### src/rtl/bmdma_pkg.sv
// Shared codes for the bus-master DMA control registers.
// Assumes a single-channel register port with 2-bit register selection.
package bmdma_pkg;
    typedef enum logic [1:0] {
        SEL_CMD  = 2'd0,
        SEL_STAT = 2'd1,
        SEL_BASE = 2'd2,
        SEL_NONE = 2'd3
    } reg_sel_e;

    localparam int          GO_BIT   = 0;
    localparam int          DIR_BIT  = 3;
    localparam logic [7:0]  CMD_KEEP = 8'h09;

    localparam int          ST_ACT = 0;
    localparam int          ST_ERR = 1;
    localparam int          ST_IRQ = 2;

    // Byte count for an access size code
    function automatic int size_bytes(input logic [1:0] code);
        case (code)
            2'd0:    return 1;
            2'd1:    return 2;
            default: return 4;
        endcase
    endfunction
endpackage

### src/rtl/bmdma_base_reg.sv
// Descriptor-table base register with byte-lane partial writes and
// shifted, width-masked reads. Assumes ADDR_W is a multiple of 8.
// The two lowest bits are held at zero.
module bmdma_base_reg
    import bmdma_pkg::*;
#(
    parameter int ADDR_W = 32,
    localparam int NBYTES = ADDR_W / 8,
    localparam int OFF_W  = (NBYTES > 1) ? $clog2(NBYTES) : 1
) (
    input  logic              clk,
    input  logic              rst_n,
    input  logic              wr_en,
    input  logic [OFF_W-1:0]  off,
    input  logic [1:0]        size,
    input  logic [ADDR_W-1:0] wdata,
    output logic [ADDR_W-1:0] base_q,
    output logic [ADDR_W-1:0] rd_data
);
    logic [NBYTES-1:0] lane_en;
    logic [ADDR_W-1:0] wshift;
    logic [ADDR_W-1:0] rd_mask;

    // Which byte lanes the current access covers, and the aligned write data
    always_comb begin
        wshift = wdata << {off, 3'b000};
        for (int b = 0; b < NBYTES; b++) begin
            lane_en[b]        = wr_en && (b >= int'(off)) && (b < int'(off) + size_bytes(size));
            rd_mask[8*b +: 8] = (b < size_bytes(size)) ? 8'hFF : 8'h00;
        end
    end

    // One flop group per byte lane; lane 0 keeps bits 1:0 at zero
    for (genvar g = 0; g < NBYTES; g++) begin : g_lane
        always_ff @(posedge clk) begin
            if (!rst_n)
                base_q[8*g +: 8] <= 8'h00;
            else if (lane_en[g])
                base_q[8*g +: 8] <= (g == 0) ? (wshift[8*g +: 8] & 8'hFC) : wshift[8*g +: 8];
        end
    end

    // Read path: shift the addressed byte down and mask to the width
    assign rd_data = (base_q >> {off, 3'b000}) & rd_mask;

    p_base_align_r7: assert property (@(posedge clk) disable iff (!rst_n)
        base_q[1:0] == 2'b00)
        else $error("base low bits nonzero");
endmodule

### src/rtl/bmdma_cmd_stat.sv
// Command and status registers plus the engine handshake.
// A start change 0->1 reloads the pointer and starts an idle engine;
// a change 1->0 leaves the transfer running until the engine finishes.
// Assumes eng_done is a single-cycle pulse.
module bmdma_cmd_stat
    import bmdma_pkg::*;
#(
    parameter int ADDR_W = 32
) (
    input  logic              clk,
    input  logic              rst_n,
    input  logic              cmd_we,
    input  logic              stat_we,
    input  logic [7:0]        wbyte,
    input  logic [ADDR_W-1:0] base_q,
    input  logic              eng_done,
    input  logic              eng_err,
    input  logic              drv_irq,
    input  logic              unit_we,
    input  logic              unit_val,
    output logic [7:0]        cmd_q,
    output logic [7:0]        stat_q,
    output logic [ADDR_W-1:0] cur_ptr,
    output logic              eng_start,
    output logic              unit_valid,
    output logic              unit_id
);
    logic active, err_flag, irq_flag, irq_prev;
    logic go_rise, go_same, irq_rise;

    assign go_same  = cmd_we && (wbyte[GO_BIT] == cmd_q[GO_BIT]);
    assign go_rise  = cmd_we && wbyte[GO_BIT] && !cmd_q[GO_BIT];
    assign irq_rise = drv_irq && !irq_prev;

    // Command register keeps only start and direction
    always_ff @(posedge clk) begin
        if (!rst_n) cmd_q <= 8'h00;
        else if (cmd_we) cmd_q <= wbyte & CMD_KEEP;
    end

    // Working table pointer reloads on a start rise
    always_ff @(posedge clk) begin
        if (!rst_n) cur_ptr <= '0;
        else if (go_rise) cur_ptr <= base_q;
    end

    // Active flag and one-cycle start request to the engine
    always_ff @(posedge clk) begin
        if (!rst_n) begin
            active    <= 1'b0;
            eng_start <= 1'b0;
        end else begin
            active    <= (active && !eng_done) || (go_rise && !active);
            eng_start <= go_rise && !active;
        end
    end

    // Sticky error and interrupt flags, write-one-to-clear, set wins
    always_ff @(posedge clk) begin
        if (!rst_n) begin
            err_flag <= 1'b0;
            irq_flag <= 1'b0;
            irq_prev <= 1'b0;
        end else begin
            irq_prev <= drv_irq;
            err_flag <= (eng_done && eng_err) || (err_flag && !(stat_we && wbyte[ST_ERR]));
            irq_flag <= irq_rise || (irq_flag && !(stat_we && wbyte[ST_IRQ]));
        end
    end

    // Active drive unit: recorded on select, dropped on completion
    always_ff @(posedge clk) begin
        if (!rst_n) begin
            unit_valid <= 1'b0;
            unit_id    <= 1'b0;
        end else if (eng_done) begin
            unit_valid <= 1'b0;
        end else if (unit_we) begin
            unit_valid <= 1'b1;
            unit_id    <= unit_val;
        end
    end

    assign stat_q = {5'b00000, irq_flag, err_flag, active};

    p_go_active_r3: assert property (@(posedge clk) disable iff (!rst_n)
        eng_start |-> stat_q[ST_ACT])
        else $error("start pulse without active");
    p_go_ptr_r3: assert property (@(posedge clk) disable iff (!rst_n)
        eng_start |-> (cur_ptr == base_q))
        else $error("start pulse with stale pointer");
    p_no_flip_r4: assert property (@(posedge clk) disable iff (!rst_n)
        go_same |=> (!eng_start && $stable(cur_ptr)))
        else $error("unchanged start had an effect");
    p_no_abort_r5: assert property (@(posedge clk) disable iff (!rst_n)
        (stat_q[ST_ACT] && !eng_done) |=> stat_q[ST_ACT])
        else $error("active dropped without completion");
    p_done_idle_r11: assert property (@(posedge clk) disable iff (!rst_n)
        (stat_q[ST_ACT] && eng_done) |=> (!stat_q[ST_ACT] && !unit_valid))
        else $error("completion did not idle the channel");
    p_irq_latch_r9: assert property (@(posedge clk) disable iff (!rst_n)
        $rose(drv_irq) |=> stat_q[ST_IRQ])
        else $error("interrupt edge not latched");
endmodule

### src/rtl/bmdma_regs.sv
// Top of the bus-master DMA control registers: decodes the I/O port,
// muxes read data and forwards the drive interrupt level.
// Assumes one access per cycle; reads have no side effects.
module bmdma_regs
    import bmdma_pkg::*;
#(
    parameter int ADDR_W = 32,
    localparam int NBYTES = ADDR_W / 8,
    localparam int OFF_W  = (NBYTES > 1) ? $clog2(NBYTES) : 1
) (
    input  logic              clk,
    input  logic              rst_n,
    input  logic              io_sel,
    input  logic              io_wr,
    input  logic [1:0]        io_reg,
    input  logic [OFF_W-1:0]  io_off,
    input  logic [1:0]        io_size,
    input  logic [ADDR_W-1:0] io_wdata,
    output logic [ADDR_W-1:0] io_rdata,
    output logic              eng_start,
    output logic [ADDR_W-1:0] cur_ptr,
    output logic              dir_out,
    input  logic              eng_done,
    input  logic              eng_err,
    input  logic              unit_we,
    input  logic              unit_val,
    output logic              unit_valid,
    output logic              unit_id,
    input  logic              drv_irq,
    output logic              irq_out
);
    reg_sel_e          sel;
    logic              cmd_we, stat_we, base_we;
    logic [7:0]        cmd_q, stat_q;
    logic [ADDR_W-1:0] base_q, base_rd;

    assign sel     = reg_sel_e'(io_reg);
    assign cmd_we  = io_sel && io_wr && (sel == SEL_CMD);
    assign stat_we = io_sel && io_wr && (sel == SEL_STAT);
    assign base_we = io_sel && io_wr && (sel == SEL_BASE);

    bmdma_base_reg #(.ADDR_W(ADDR_W)) u_base (
        .clk     (clk),
        .rst_n   (rst_n),
        .wr_en   (base_we),
        .off     (io_off),
        .size    (io_size),
        .wdata   (io_wdata),
        .base_q  (base_q),
        .rd_data (base_rd)
    );

    bmdma_cmd_stat #(.ADDR_W(ADDR_W)) u_ctl (
        .clk        (clk),
        .rst_n      (rst_n),
        .cmd_we     (cmd_we),
        .stat_we    (stat_we),
        .wbyte      (io_wdata[7:0]),
        .base_q     (base_q),
        .eng_done   (eng_done),
        .eng_err    (eng_err),
        .drv_irq    (drv_irq),
        .unit_we    (unit_we),
        .unit_val   (unit_val),
        .cmd_q      (cmd_q),
        .stat_q     (stat_q),
        .cur_ptr    (cur_ptr),
        .eng_start  (eng_start),
        .unit_valid (unit_valid),
        .unit_id    (unit_id)
    );

    // Read mux for the selected register
    always_comb begin
        io_rdata = '0;
        if (io_sel && !io_wr) begin
            case (sel)
                SEL_CMD:  io_rdata = {{(ADDR_W-8){1'b0}}, cmd_q};
                SEL_STAT: io_rdata = {{(ADDR_W-8){1'b0}}, stat_q};
                SEL_BASE: io_rdata = base_rd;
                default:  io_rdata = '0;
            endcase
        end
    end

    assign dir_out = cmd_q[DIR_BIT];
    assign irq_out = drv_irq;
endmodule

### config.mk
export PLATFORM = sky130hd
export DESIGN_NAME = bmdma_regs
export DESIGN_NICKNAME = d
export VERILOG_FILES = /design/src/rtl/bmdma_pkg.sv /design/src/rtl/bmdma_base_reg.sv /design/src/rtl/bmdma_cmd_stat.sv /design/src/rtl/bmdma_regs.sv
export SDC_FILE = /design/constraint.sdc
export NUM_CORES = 1
export LEC_CHECK = 0
export ABC_AREA = 0
export BUFFER_PORTS_ARGS = -buffer_cell sky130_fd_sc_hd__buf_2
export CELL_PAD_IN_SITES_DETAIL_PLACEMENT = 1
export CELL_PAD_IN_SITES_GLOBAL_PLACEMENT = 1
export CORE_MARGIN = 8
export CORE_UTILIZATION = 38
export DETAILED_ROUTE_END_ITERATION = 10
export GPL_TIMING_DRIVEN = 1
export PLACE_DENSITY_LB_ADDON = 0.1
export SLEW_MARGIN = 20
export SYNTH_ARGS = -nofsm -noshare
export SYNTH_HDL_FRONTEND = slang
export SYNTH_SLANG_ARGS = --single-unit
### constraint.sdc
create_clock -name clk -period 2.3 [get_ports clk]
set_clock_uncertainty 0.05 [all_clocks]
set_input_delay 0.23 -clock clk [delete_from_list [all_inputs] [get_ports clk]]
set_output_delay 0.23 -clock clk [all_outputs]
set_load 0.005 [all_outputs]
### After elaboration in Yosys (flattened, before gate mapping)

Index checks and enable logic that the tools add are counted.

* bits of input ports: 47
* output and inout port bits: 69
* word-level logic and storage cells: 76
* register bits: 69

* reduce and logical (&&, ||, !) cells: 36
* shift operators: 2
* bitwise operators: 3
* add/sub/neg operators: 1
* order comparisons: 11
* mux-type cells: 7
* equal/unequal tests: 3

Operators with widths (number)
* one-hot mux 32 bit (3 select lines): 1
* less-than comparator 3 x 32 -> 1 bit (first input constant): 2
* bitwise AND 32 bit: 1
* less-than comparator 1 x 32 -> 1 bit (first input constant): 1
* less-than comparator 2 x 32 -> 1 bit (first input constant): 1
* 2-to-1 mux 32 bit: 1
* 2-to-1 mux 8 bit: 4
* left shift 32 x 5 -> 32 bit: 1
* right shift 32 x 5 -> 32 bit: 1
* logical AND 1 bit: 22
* logical NOT 1 bit: 7
* less-than comparator 1 x 3 -> 1 bit (first input constant): 2
* less-than comparator 2 x 3 -> 1 bit (first input constant): 2
* one-hot mux 3 bit (2 select lines): 1
* adder 2 x 3 -> 4 bit: 1
* == test 2 x 1 -> 1 bit (second input constant): 2
* >= comparator 1 x 2 -> 1 bit (first input constant): 2
* logical NOT 2 bit: 2
* logical OR 1 bit: 3
* == test 2 bit (second input constant): 1
* >= comparator 2 bit (first input constant): 1
* NOT 1 bit: 2
* AND reduction 2 bit: 1
* OR reduction 2 bit: 1

### Logic depth before layout (Yosys ltp)

* depth after elaboration: 7
* gate-level depth with buffers: 8
* depth with buffers taken out: 7

### By module

From an unflattened synthesis, not the netlist that was laid out.

* cells, all modules: 550
* area total of the unflattened synthesis: 4590.7 µm²

By module, submodules not included
* bmdma_base_reg: sequential area each 600.6 µm², cells each 292, times used 1, area an instance 2378.5 µm²
* bmdma_cmd_stat: sequential area each 820.8 µm², cells each 187, times used 1, area an instance 1627.8 µm²
* bmdma_regs: sequential area each 0.0 µm², cells each 71, times used 1, area an instance 584.3 µm²

### Worst setup path after synthesis

OpenSTA, ideal clock, no wires.

* path type: in2reg
* start: in io_size[1]
* end: reg u_base.base_q[2]
* arrival: 1.895 ns
* setup time: 0.134 ns
* buffers on the path: 0
* stages: 7
* required time: 2.116 ns
* slack: 0.221 ns
* path through: nor2_1 > ha_1 > fa_1 > nor2_1 > a2111oi_2 > o31ai_4 > mux2i_1

* word-level cells in the longest chain between the ends: 5
* elaborated cells between the ends (all ways): 6
* classes of those cells: 1 x add/sub; 1 x order compare; 1 x eq/ne; 1 x mux; 2 x reduce/logical

Ends and longest elaborated chain
* start: declaration: line bmdma_regs.sv:17 `input logic [1:0] io_size,`
* == test 2 x 1 -> 1 bit / logical NOT 2 bit (equally long branches): line bmdma_pkg.sv:21 `case (code)`
* one-hot mux 3 bit (2 select lines) (*): line bmdma_pkg.sv:21
* adder 2 x 3 -> 4 bit (*): line bmdma_base_reg.sv:28 `lane_en[b] = wr_en && (b >= int'(off)) && (b < int'(off) + size_bytes(size));`
* less-than comparator 1 x 32 -> 1 bit (*): line bmdma_base_reg.sv:28
* logical AND 1 bit (*): line bmdma_base_reg.sv:28
* end signal: indexed assignment: line bmdma_base_reg.sv:39 `base_q[8*g +: 8] <= (g == 0) ? (wshift[8*g +: 8] & 8'hFC) : wshift[8*g +: 8];`
* end: declaration: line bmdma_base_reg.sv:17 `output logic [ADDR_W-1:0] base_q,`

Mark *: on every way between the ends. The rest lies on a longest branch, timed or not.
A chain may end at the register's enable or synchronous reset.

### Worst setup path in the final report

* start: in io_size[0]
* end: out io_rdata[19]

* word-level cells in the longest chain between the ends: 7
* elaborated cells between the ends (all ways): 8
* classes of those cells: 1 x order compare; 1 x eq/ne; 4 x mux; 1 x bitwise; 1 x reduce/logical

Ends and longest elaborated chain
* == test 2 x 1 -> 1 bit / logical NOT 2 bit (equally long branches): line bmdma_pkg.sv:21
* one-hot mux 3 bit (2 select lines) (*): line bmdma_pkg.sv:21
* less-than comparator 2 x 3 -> 1 bit (*): line bmdma_base_reg.sv:29 `rd_mask[8*b +: 8] = (b < size_bytes(size)) ? 8'hFF : 8'h00;`
* 2-to-1 mux 8 bit (*): line bmdma_base_reg.sv:29
* bitwise AND 32 bit (*): line bmdma_base_reg.sv:44 `assign rd_data = (base_q >> {off, 3'b000}) & rd_mask;`
* one-hot mux 32 bit (3 select lines) (*): line bmdma_regs.sv:77 `case (sel)`
* 2-to-1 mux 32 bit (*): line bmdma_regs.sv:76 `if (io_sel && !io_wr) begin`
* end: declaration: line bmdma_regs.sv:19 `output logic [ADDR_W-1:0] io_rdata,`

Marks and branches as above.

==> impl_metrics.py <==
metrics = {
    "worst_setup_path": {
        "r2r_cells": 4,
        "worst_setup_path_end_kind": "output port",
        "reg2reg_slack_ns": 1.01,
        "crit_type": "primary input to output port",
        "cp_data_arrival_time_ns": 1.84,
        "critical_path.max_fanout": 8,
        "crit_family": "simple AND/OR/NAND/NOR gates",
        "critPathSlowestCell": "or3_1",
        "worstSetupStartpointType": "primary input",
        "r2r-end": "u_ctl.cur_ptr[5]",
        "cp.required_ns": 2.02,
        "crit_top_cell": "buf_2",
        "crit_chain": "buf_2 -> nor2b_1 -> inv_1 -> ha_1 -> or3_1 -> nor2_1 -> buf_2",
        "crit_start": "io_size[0]",
        "crit_buf_inv": 3,
        "critPathMaxStageDelay_ns": 0.53,
        "worstReg2RegStart": "u_ctl.cmd_q[0]",
    },
    "logic_synthesis": {
        "postSynthAreaPerCell_sq_um": 8.43,
        "synth_top_area_frac": 0.351,
        "yosysTopAreaCell": "dfxtp_1",
        "synth_area_leaders": "dfxtp_1 35%, mux2i_1 19%, nand2_1 10%, a21boi_1 5.7%, nor2b_1 4.0%",
        "ys_types": 45,
        "ys_seq_elements": 69,
        "syn-cell-area_sq_um": 3940,
        "syn_inst": 467,
        "synth_edf_count": 0,
        "yosys_most_used_dff": "dfxtp_1",
        "yosysWarnings": 0,
        "synth-async-reset-ratio": 0,
        "seq_area_frac_synth": 0.351,
    },
    "timing": {
        "rsz0062_at_grt": "false",
        "hold_violations": 0,
        "fin_setup_tns_ns": 0,
        "period_share": 0.921,
        "setup_violations": 0,
        "hold_ws_ns": 0.0428,
        "drv_slew": 0,
        "worst_pin_slew_ns": 0.508,
        "finalCriticalPeriod_ns": 2.12,
        "max_slew_margin": 0.659,
        "fmax_ghz": 0.472,
    },
    "cts": {
        "cts-root-buf": "clkbuf_8",
        "cts-buffers-inserted": 9,
        "hold_buffers": 0,
        "h-tree-depth": 3,
        "cts_max_path_buffers": 2,
        "insertion_delay_ns": 0.35,
        "clkSinkCount": 69,
        "clk_pin_slew_ns": 0.08,
        "postCtsSetupRepairBufs": 0,
        "cts_tree": "done",
    },
    "drt": {
        "avgRoutedWirePerCell_um": 18.2,
        "routed_wl_mm": 13.0,
        "first_pass_iters": 4,
        "num_vias": 3638,
        "viasPerCell": 5.07,
        "drt.antenna.violating_nets": 0,
        "drc": 0,
        "first_iter_violations": 143,
    },
    "grt": {
        "antenna_found_initial": 0,
        "grt_pass1_vias": 3933,
        "grt_max_degree": 65,
        "gr-total-overflow": 0,
        "grt_pass1_wl_mm": 20.9,
        "grt.total_usage": 0.188,
    },
    "placed_design": {
        "dp_hpwl_mm": 9.96,
        "gp_congestion": 0.831,
        "numPortBuffers": 113,
        "placed_cell_area_sq_um": 4690,
    },
    "final_layout": {
        "final_common_cell": "buf_2",
        "final_nets": 627,
        "fill_cells": 1272,
        "drive_above_1_share": 0.282,
        "mostFrequentLayoutCells": "113 x buf_2, 107 x nand2_1, 76 x mux2i_1",
        "diodes": 0,
        "finalInstanceArea_sq_um": 4870,
        "areaGrowthSynthToFinish_pct": 23.9,
    },
    "floorplan": {
        "die_y_um": 118,
        "io_pins": 116,
        "start_util": 0.386,
        "coreArea_sq_um": 10200,
        "rows": 37,
        "dieArea_sq_um": 13900,
        "die_x_um": 118,
    },
    "power_and_ir_drop": {
        "power.density_nw_per_um2": 511,
        "p_leak_nw": 2.17,
        "ir_worst_vdd_v": 0.000234,
    },
    "flow_run": {
        "maxCapViolations": 0,
    },
    "min_path": {
        "hold_end": "u_ctl.unit_valid",
        "min_path_cells": 2,
        "hp-class": "primary input to flop",
        "min_from": "eng_done",
    },
    "run_status": {
        "status": "finished, final reports clean",
    },
}
## cells by family after synthesis
logic type / count (synthesis) / synth area share
AO/OA/AOI/OAI: 75 / 0.151
adder cells (fa/ha/maj): 4 / 0.0146
buffers and inverters: 40 / 0.0464
flip-flops: 69 / 0.351
multiplexers: 76 / 0.193
other: 1 / 0.000953
AND/OR/NAND/NOR: 202 / 0.243
## metal layers
| metal | vias to the layer above | global-route usage | part of all wire |
|---|---|---|---|
| met2 | 82 | 0.325 | 0.49 |
| met1 | 1727 | 0.223 | 0.45 |
| met3 | 13 | 0.0412 | 0.044 |
| met4 | 0 | 0.0665 | 0.016 |
| met5 | - | 0 | 0 |
| li1 | 1816 | - | - |
## synthesized netlist by cell type (all sizes together) (2+ instances only)
cell     count
or2          8
a21oi       10
and2         9
nor2        32
buf         19
inv          3
nor2b       25
ha           3
dfxtp       69
o2bb2ai      9
a22oi        2
a211oi       8
clkbuf      18
o211ai       8
nor3b        2
nand3        2
a21boi      30
nor3         3
nand2      107
nand2b       2
mux2i       76
nand4b       2
## state kept, by name, summed over array words and instances (netlist names)
signal / count
u_ctl.unit_valid: 1
u_ctl.unit_id: 1
u_ctl.active: 1
u_ctl.cmd_q: 2
u_ctl.irq_flag: 1
u_ctl.cur_ptr: 30
u_base.base_q: 30
u_ctl.eng_start: 1
u_ctl.err_flag: 1
u_ctl.irq_prev: 1
## how the worst max path moves through the flow
| stage | end | slack, ns | depth (start not counted) |
|---|---|---|---|
| final | io_rdata[19] | 0.18 | 7 |
| after global routing | io_rdata[19] | 0.04 | 7 |
| after CTS | io_rdata[25] | 0.07 | 8 |
| after detailed placement | u_base.base_q[3] | 0.02 | 8 |
| after global placement | u_base.base_q[5] | 0.16 | 8 |
| after floorplan | u_base.base_q[2] | 0.22 | 7 |
## layout make-up
cell class                      instances  area (sq um)  area share
Multi-Input combinational cell        359          2390       0.489
Clock inverter                          4          22.5     0.00462
Timing Repair Buffer                  134           748       0.153
Clock buffer                           12           155      0.0318
Tap cell                              136           170      0.0349
Sequential cell                        69          1380       0.283
Inverter                                3          11.3     0.00231
## per-stage QoR
step | setup WS, ns | std cells | power [W] | util
floorplan | 0.221 | 468 | 0.00146 | -
global placement | 0.161 | 701 | 0.00158 | 0.461
detailed placement | 0.0178 | 701 | 0.00159 | 0.461
CTS | 0.0692 | 717 | 0.00252 | 0.478
global route | 0.0380 | 717 | 0.00260 | 0.479
finish | 0.181 | 717 | 0.00249 | 0.479
## what timing repair did
| item | in CTS | in global routing |
|---|---|---|
| endpoints found under the hold margin | 0 | 0 |
| resized for setup | 0 | 1 |
| setup endpoints to repair | 0 | 7 |
## report_power, final
group / switching, W / total (W) / internal, W
clock: 0.000479 / 0.000924 / 0.000445
sequential: 0.0000136 / 0.00122 / 0.00121
combinational: 0.000193 / 0.000343 / 0.000150
total: 0.000686 / 0.00249 / 0.00180
(Power assumes the default switching activity.)
